[config.mk]
export PLATFORM = sky130hd
export DESIGN_NAME = spec_cnt_decode
export DESIGN_NICKNAME = d
export VERILOG_FILES = /design/src/rtl/spec_cnt_pkg.sv /design/src/rtl/spec_cnt_classify.sv /design/src/rtl/lead_bit_cnt.sv /design/src/rtl/spec_cnt_decode.sv
export SDC_FILE = /design/constraint.sdc
export NUM_CORES = 1
export LEC_CHECK = 0
export ABC_AREA = 1
export BUFFER_PORTS_ARGS = -buffer_cell sky130_fd_sc_hd__buf_2
export CAP_MARGIN = 20
export CORE_ASPECT_RATIO = 1.4
export CORE_MARGIN = 2
export CORE_UTILIZATION = 50
export DETAILED_ROUTE_END_ITERATION = 10
export PLACE_DENSITY = 0.82
export SETUP_SLACK_MARGIN = 0.4
export SLEW_MARGIN = 25
export SYNTH_ARGS = -nofsm -noshare
export SYNTH_HDL_FRONTEND = slang
export SYNTH_SLANG_ARGS = --single-unit
[constraint.sdc]
create_clock -name clk -period 7.6 [get_ports clk]
set_clock_uncertainty 0.05 [all_clocks]
set_input_delay 1.14 -clock clk [delete_from_list [all_inputs] [get_ports clk]]
set_output_delay 1.14 -clock clk [all_outputs]
set_load 0.05 [all_outputs]
[src/rtl/spec_cnt_pkg.sv]
package spec_cnt_pkg;
  localparam logic [5:0] FN_BRK  = 6'h0e;
  localparam logic [5:0] FN_CLZ  = 6'h10;
  localparam logic [5:0] FN_CLO  = 6'h11;
  localparam logic [5:0] FN_DCLZ = 6'h12;
  localparam logic [5:0] FN_DCLO = 6'h13;
  localparam logic [4:0] SA_KEY  = 5'd1;

  typedef enum logic [2:0] {
    K_NONE,
    K_CLZ,
    K_CLO,
    K_DCLZ,
    K_DCLO,
    K_BRK,
    K_RSV
  } kind_e;
endpackage

[src/rtl/spec_cnt_classify.sv]
module spec_cnt_classify
  import spec_cnt_pkg::*;
(
  input  logic [5:0] opc,
  input  logic [5:0] fn,
  input  logic [4:0] rt,
  input  logic [4:0] sa,
  input  logic       wide_en,
  output kind_e      kind
);
  logic shape_ok;
  assign shape_ok = (rt == 5'd0) && (sa == SA_KEY);

  always_comb begin
    kind = K_NONE;
    if (opc == 6'd0) begin
      case (fn)
        FN_CLZ:  kind = shape_ok ? K_CLZ : K_RSV;
        FN_CLO:  kind = shape_ok ? K_CLO : K_RSV;
        FN_DCLZ: kind = (shape_ok && wide_en) ? K_DCLZ : K_RSV;
        FN_DCLO: kind = (shape_ok && wide_en) ? K_DCLO : K_RSV;
        FN_BRK:  kind = K_BRK;
        default: kind = K_NONE;
      endcase
    end
  end
endmodule

[src/rtl/lead_bit_cnt.sv]
module lead_bit_cnt #(
  parameter int W  = 32,
  localparam int CW = $clog2(W + 1)
) (
  input  logic [W-1:0]  vec,
  output logic [CW-1:0] cnt
);
  always_comb begin
    logic hit;
    hit = 1'b0;
    cnt = CW'(W);
    for (int i = W - 1; i >= 0; i--) begin
      if (!hit && vec[i]) begin
        cnt = CW'(W - 1 - i);
        hit = 1'b1;
      end
    end
  end
endmodule

[src/rtl/spec_cnt_decode.sv]
module spec_cnt_decode
  import spec_cnt_pkg::*;
#(
  parameter int DATA_W = 64,
  localparam int HALF_W = DATA_W / 2,
  localparam int CNT_W  = $clog2(DATA_W + 1),
  localparam int HCNT_W = $clog2(HALF_W + 1)
) (
  input  logic              clk,
  input  logic              rst,
  input  logic              in_valid,
  input  logic [31:0]       instr,
  input  logic [DATA_W-1:0] src_op,
  input  logic              wide_en,
  output logic              res_valid,
  output logic [4:0]        dst_idx,
  output logic [CNT_W-1:0]  cnt_val,
  output logic              exc_rsv,
  output logic              exc_dbg,
  output logic              not_mine
);
  kind_e kind;
  logic  ones_mode;
  logic  is_cnt;
  logic  is_wide;
  logic [DATA_W-1:0] cnt_src;
  logic [HCNT_W-1:0] n_cnt;
  logic [CNT_W-1:0]  w_cnt;
  logic [CNT_W-1:0]  sel_cnt;
  logic unused_rs;

  assign unused_rs = ^instr[25:21];

  spec_cnt_classify u_cls (
    .opc     (instr[31:26]),
    .fn      (instr[5:0]),
    .rt      (instr[20:16]),
    .sa      (instr[10:6]),
    .wide_en (wide_en),
    .kind    (kind)
  );

  assign ones_mode = (kind == K_CLO) || (kind == K_DCLO);
  assign is_wide   = (kind == K_DCLZ) || (kind == K_DCLO);
  assign is_cnt    = (kind == K_CLZ) || (kind == K_CLO) || is_wide;
  assign cnt_src   = ones_mode ? ~src_op : src_op;

  lead_bit_cnt #(.W(HALF_W)) u_narrow (
    .vec (cnt_src[HALF_W-1:0]),
    .cnt (n_cnt)
  );

  lead_bit_cnt #(.W(DATA_W)) u_wide (
    .vec (cnt_src),
    .cnt (w_cnt)
  );

  assign sel_cnt = is_wide ? w_cnt : CNT_W'(n_cnt);

  always_ff @(posedge clk) begin
    if (rst) begin
      res_valid <= 1'b0;
      exc_rsv   <= 1'b0;
      exc_dbg   <= 1'b0;
      not_mine  <= 1'b0;
      dst_idx   <= '0;
      cnt_val   <= '0;
    end else begin
      res_valid <= in_valid && is_cnt;
      exc_rsv   <= in_valid && (kind == K_RSV);
      exc_dbg   <= in_valid && (kind == K_BRK);
      not_mine  <= in_valid && (kind == K_NONE);
      if (in_valid && is_cnt) begin
        dst_idx <= instr[15:11];
        cnt_val <= sel_cnt;
      end
    end
  end
endmodule

# == Yosys cells after proc, flatten, opt, wreduce, memory -nomap -nowiden ==
# Cells that the tools add are included.
# totals
mem_bits_ro,0
memories,0
regBits,16
latchBits,0
ramBits,0
# classes
order_cmp,0
n_shift,0
n_addsub,0
mul,0
n_div,0
eq_ne,12
n_reduce_logical,201
muxes,198
bitwise_logic,1
# op_table
operator,count
$mux 7,65
$mux 6,32
$logic_and 1x1->1,100
$logic_not 1->1,94
$mux 1,94
$mux 64,1
$not 64->64,1
$eq 6x5->1 const B,4
$pmux 3 s5,1
$mux 3,4
$eq 3x3->1 const B,3
$eq 3x2->1 const B,2
$eq 6x4->1 const B,1
$logic_not 6->1,1
$eq 5x1->1 const B,1
$logic_not 5->1,1
$logic_or 1x1->1,4
$eq 3x1->1 const B,1
$logic_not 3->1,1
$mux 2,1

# == Logic depth before layout (Yosys ltp) ==
# logic_depth
depth_word,200
mapped_depth,45
mapped_depth_nobuf,45

# == Modules after synthesis ==
# A second synthesis with hierarchy kept.
# unflattened
cells_unflattened,584
hier_area_um2,4101.4
# modules_own_cells
mod,area_each_um2,cells_each,n_inst
spec_cnt_decode,1881.8,179,1
lead_bit_cnt (u_wide),1285.0,241,1
lead_bit_cnt (u_narrow),649.4,106,1
spec_cnt_classify,285.3,58,1

# == Worst setup path before layout ==
# No wires, ideal clock.
# synth_path
kind,input -> register
start,input instr[27]
end,register cnt_val[4]
t_required_ps,7480
arrival_time_ps,5224
n_path_buf,0
path_slack_ps,2256
stages,43
setup_time_ps,70
cell_sequence,or2_1 > nor3_2 > nand2_1 > a21oi_2 > nand2_1 > nand2_1 > nand2_4 > nand2_8 > xor2_2 > nand2_1 > nor2_2 > nand2_2 > nor2_4 > nand2_2 > nor2_4 > nand2_1 > nor2_2 > nand2_1 > [7 not listed] > nand2_2 > nor2_4 > nand2_2 > nor2_4 > nand2_1 > nor2_2 > nand2_2 > nor2_4 > nand2_2 > nor2_4 > nand4_2 > nor2_2 > a21oi_2 > nand2_2 > nor2_1 > nand3_1 > o211ai_1 > a21oi_1
# synth_via
elab_chain_cells,196
elab_cells_between_ends,389
classes_between,4 x eq/ne; 191 x mux; 194 x reduce/logical
# synth_lines
element,line,source
from (decl),spec_cnt_decode.sv:12,"input logic [31:0] instr,"
$logic_not 6->1 (*),spec_cnt_classify.sv:16,if (opc == 6'd0) begin
$mux 3 (*),spec_cnt_classify.sv:16,
$eq 3x2->1 / $eq 3x3->1 (equally long branches),"spec_cnt_decode.sv:43, spec_cnt_decode.sv:45, spec_cnt_decode.sv:44",
$logic_or 1x1->1,spec_cnt_decode.sv:43,assign ones_mode = (kind == K_CLO) || (kind == K_DCLO);
$mux 64,spec_cnt_decode.sv:46,assign cnt_src = ones_mode ? ~src_op : src_op;
$mux 1,lead_bit_cnt.sv:13,if (!hit && vec[i]) begin
$logic_not 1->1,lead_bit_cnt.sv:13,
$logic_and 1x1->1,lead_bit_cnt.sv:13,
[180 not listed],-,
$mux 1,lead_bit_cnt.sv:13,
$logic_not 1->1,lead_bit_cnt.sv:13,
$logic_and 1x1->1,lead_bit_cnt.sv:13,
$mux 1,lead_bit_cnt.sv:13,
$logic_not 1->1,lead_bit_cnt.sv:13,
$logic_and 1x1->1,lead_bit_cnt.sv:13,
$mux 7,lead_bit_cnt.sv:13,
$mux 7,spec_cnt_decode.sv:58,assign sel_cnt = is_wide ? w_cnt : CNT_W'(n_cnt);
to (signal assigned),spec_cnt_decode.sv:75,cnt_val <= sel_cnt;
to (decl),spec_cnt_decode.sv:17,"output logic [CNT_W-1:0] cnt_val,"
# Every way passes the cells marked *; elsewhere a longest branch is shown, timed or not.
# A chain may end at the register's enable or synchronous reset.

# == Worst setup path after layout ==
# layout_path
start,input instr[2]
end,register cnt_val[2]
# layout_via
elab_chain_cells,197
elab_cells_between_ends,394
classes_between,9 x eq/ne; 192 x mux; 193 x reduce/logical
# layout_lines
element,line,source
$eq 6x4->1 / $eq 6x5->1 (equally long branches),spec_cnt_classify.sv:17,case (fn)
$pmux 3 s5 (*),spec_cnt_classify.sv:17,
$mux 3 (*),spec_cnt_classify.sv:16,
$eq 3x2->1 / $eq 3x3->1 (equally long branches),"spec_cnt_decode.sv:43, spec_cnt_decode.sv:45, spec_cnt_decode.sv:44",
$logic_or 1x1->1,spec_cnt_decode.sv:43,
$mux 64,spec_cnt_decode.sv:46,
$mux 1,lead_bit_cnt.sv:13,
$logic_not 1->1,lead_bit_cnt.sv:13,
[181 not listed],-,
$mux 1,lead_bit_cnt.sv:13,
$logic_not 1->1,lead_bit_cnt.sv:13,
$logic_and 1x1->1,lead_bit_cnt.sv:13,
$mux 1,lead_bit_cnt.sv:13,
$logic_not 1->1,lead_bit_cnt.sv:13,
$logic_and 1x1->1,lead_bit_cnt.sv:13,
$mux 7,lead_bit_cnt.sv:13,
$mux 7,spec_cnt_decode.sv:58,
# Marked as above.

==> out/results.txt <==
Status -> completed
# diodes -> 0
DP HPWL -> 5820 um
Mux cell area share after synthesis -> 0%
FF+latch count, synth -> 16
Dominant synthesized flop cell -> dfxtp_1
Drt wl/cell -> 10.3 um
PortBufs -> 110
Most common cell after layout, fill and taps aside -> buf_2
RSZ-0062 raised after global routing -> false
Final worst path period need -> 6290 ps
Final Worst Setup Slack -> 1310 ps
Global route total overflow -> 0
Count of cell types in the netlist -> 42
# clock sinks -> 16
Root Driver -> clkbuf_8
Yosys warns -> 0
Hold Vio Cnt, Final -> 0
Worst Hold Margin -> 412 ps
Gate count of the mapped netlist -> 492
Setup violators final -> 0
Max-cap violations -> 0
Critical path fanouts, max -> 64
Cts hold-fix bufs -> 0
Die Height -> 94.3 um
Post-CTS Setup Bufs -> 0
CP Data Required Time -> 7720 ps
Share of cells above drive strength 1 -> 26.4%
Final Max Slew Viols -> 0
P&R area growth vs syn -> 21.6%
Worst min path class -> flip-flop to flip-flop
Global routing usage on met1 -> 22.0%
XOR/XNOR share of the synthesized area -> 18.8%
CTS max path bufs -> 2
Place WS -> 1020 ps
Met3 usage -> 1.19%
Setup TNS -> 0 ps
Slowest stage delay, CP -> 550 ps
Worst-case reg-to-reg path depth -> 2
Number of global-route vias before repair -> 2968
Post-route ant nets -> 0
Global-route wire length before repair -> 11100 um
# DRC -> 0
Largest net degree at the start of global routing -> 65
Die width -> 68.5 um
Later-pin clock latency in the skew report -> 240 ps
CP Class -> primary input to flip-flop
Syn Area/Cell -> 5.92 sq um
Normalized max-slew margin -> 55.0%
Overall Global Routing Usage -> 20.9%
Post-CTS sizing -> 0
Most frequent cells in the layout -> buf_2, nand2_1, nor2_1, inv_1, nand3_1
Post-synthesis adder-cell area fraction -> 0%
Maximum VDD drop -> 0.0000374 V
Startpoint types -> primary input
Least-Margin Pin Slew -> 674 ps
Power Dens Cells -> 66.1 nW/um^2
Placer's final routability congestion estimate -> 0.904
Final #Nets -> 696
Overall Power -> 234 uW
Via count -> 3354
Starting density of the core -> 52.4%
CTS Buf Count -> 3
I/O pins -> 116
Post-synthesis async set-or-reset flop share -> 0%
Clk slew on worst S/H paths -> 60 ps
Global route hottest layer -> met2
Leakage Power -> 1.83 nW
Compound-Gate Fraction of Synth Area -> 11.2%
Syn nets -> 592
Most common cell on crit path -> nor2_1
Drt pass-1 iters -> 4
Fmax -> 159 MHz
DRT iter0 DRCs -> 82
Die area -> 6460 sq um
Vias per cell -> 5.06
Initial antenna violation count -> 0
H-tree depth -> 1
Total Routed Length -> 6840 um
Final period utilization -> 82.8%
CP Data Arrival Time -> 6410 ps
Post-synthesis cell area -> 2910 sq um
Main combinational cell family by area after synthesis -> simple AND/OR/NAND/NOR gates
Post-synth EDFFs -> 0
Row count -> 32
Total core area -> 5570 sq um
CTS tree -> yes
Hold Crit Depth -> 2
Endpoint type of the worst setup path -> flip-flop
Slowest cell on the critical path -> nor2_2
Non-Filler Cell Area, Final -> 3540 sq um
Simple-gate share of the synthesized area -> 47.0%
Seq/Total Area, Yosys -> 11.0%
Met2 usage -> 42.3%
DP Area -> 3490 sq um
==> critical path, delay by kind of cell <==
kind / cells / cell delay [ps]
buffers and inverters: 1 / 120
AND/OR/NAND/NOR: 29 / 4470
AO/OA/AOI/OAI: 4 / 650
==> synth_stat cells (2+ instances only) <==
master / instances / area [sq um]
nand2_2: 11 / 68.8
nor3b_1: 2 / 15.0
a21oi_1: 13 / 65.1
buf_2: 7 / 35.0
nor3_2: 2 / 20.0
dfxtp_1: 16 / 320
clkbuf_1: 2 / 7.51
nand4_1: 21 / 131
nor3_1: 13 / 65.1
xor2_2: 3 / 48.8
nand2_1: 78 / 293
xnor2_1: 29 / 254
o21bai_1: 2 / 15.0
or3_1: 2 / 12.5
o21ai_1: 5 / 25.0
a211oi_1: 5 / 37.5
nor4_1: 4 / 25.0
or2_1: 3 / 18.8
nor2_1: 74 / 278
a21oi_2: 2 / 17.5
xor2_1: 28 / 245
inv_2: 3 / 11.3
nand3b_1: 2 / 15.0
nor2_2: 8 / 50.1
inv_1: 74 / 278
o211ai_1: 3 / 22.5
nand3_1: 37 / 185
nor2_4: 10 / 113
o21ai_0: 20 / 100
==> logic make-up (layout without fill, tap and decap cells) <==
kind of cell,after synthesis,count (layout)
flops,16,16
simple gates,273,273
compound gates,55,55
buf+inv,88,191
xor+xnor,60,60
==> metal layers <==
layer  part of all wire (%)  wire (um)
met5                      0          0
met3                    4.5        310
met1                     40       2740
met4                    1.1         73
met2                     54       3710
==> metrics by stage <==
stage | std cells | util, %
after floorplan | 492 | -
after global placement | 659 | 62.7
after detailed placement | 659 | 62.7
after CTS | 663 | 63.7
after global routing | 663 | 63.7
final | 663 | 63.7
==> where the power goes <==
| part | total [mW] | internal, mW | switching [mW] |
|---|---|---|---|
| Sequential | 0.0843 | 0.0842 | 0.0000678 |
| Combinational | 0.0779 | 0.0357 | 0.0422 |
| Clock | 0.0722 | 0.0458 | 0.0264 |
==> path summary, 6_finish.rpt <==
| kind | startpoint | end | slack, ps |
|---|---|---|---|
| setup / recovery | instr[2] | cnt_val[2]$_SDFFE_PP0P_ | 1310 |
| hold / removal | cnt_val[0]$_SDFFE_PP0P_ | cnt_val[0]$_SDFFE_PP0P_ | 410 |
| setup reg to reg | cnt_val[3]$_SDFFE_PP0P_ | cnt_val[3]$_SDFFE_PP0P_ | 6900 |
| hold reg to reg | cnt_val[0]$_SDFFE_PP0P_ | cnt_val[0]$_SDFFE_PP0P_ | 410 |
==> cell type report <==
cell class                      count  area [sq um]
Multi-Input combinational cell    388          2240
Fill cell                         537          2020
Timing Repair Buffer              110           551
Sequential cell                    16           320
Inverter                           77           289
Tap cell                           68          85.1
Clock buffer                        4          55.1
==> state kept, by name, indices dropped and copies added (netlist names) <==
name and count:
res_valid 1, exc_dbg 1, exc_rsv 1, not_mine 1, cnt_val 7, dst_idx 5
(Power assumes the default switching activity.)
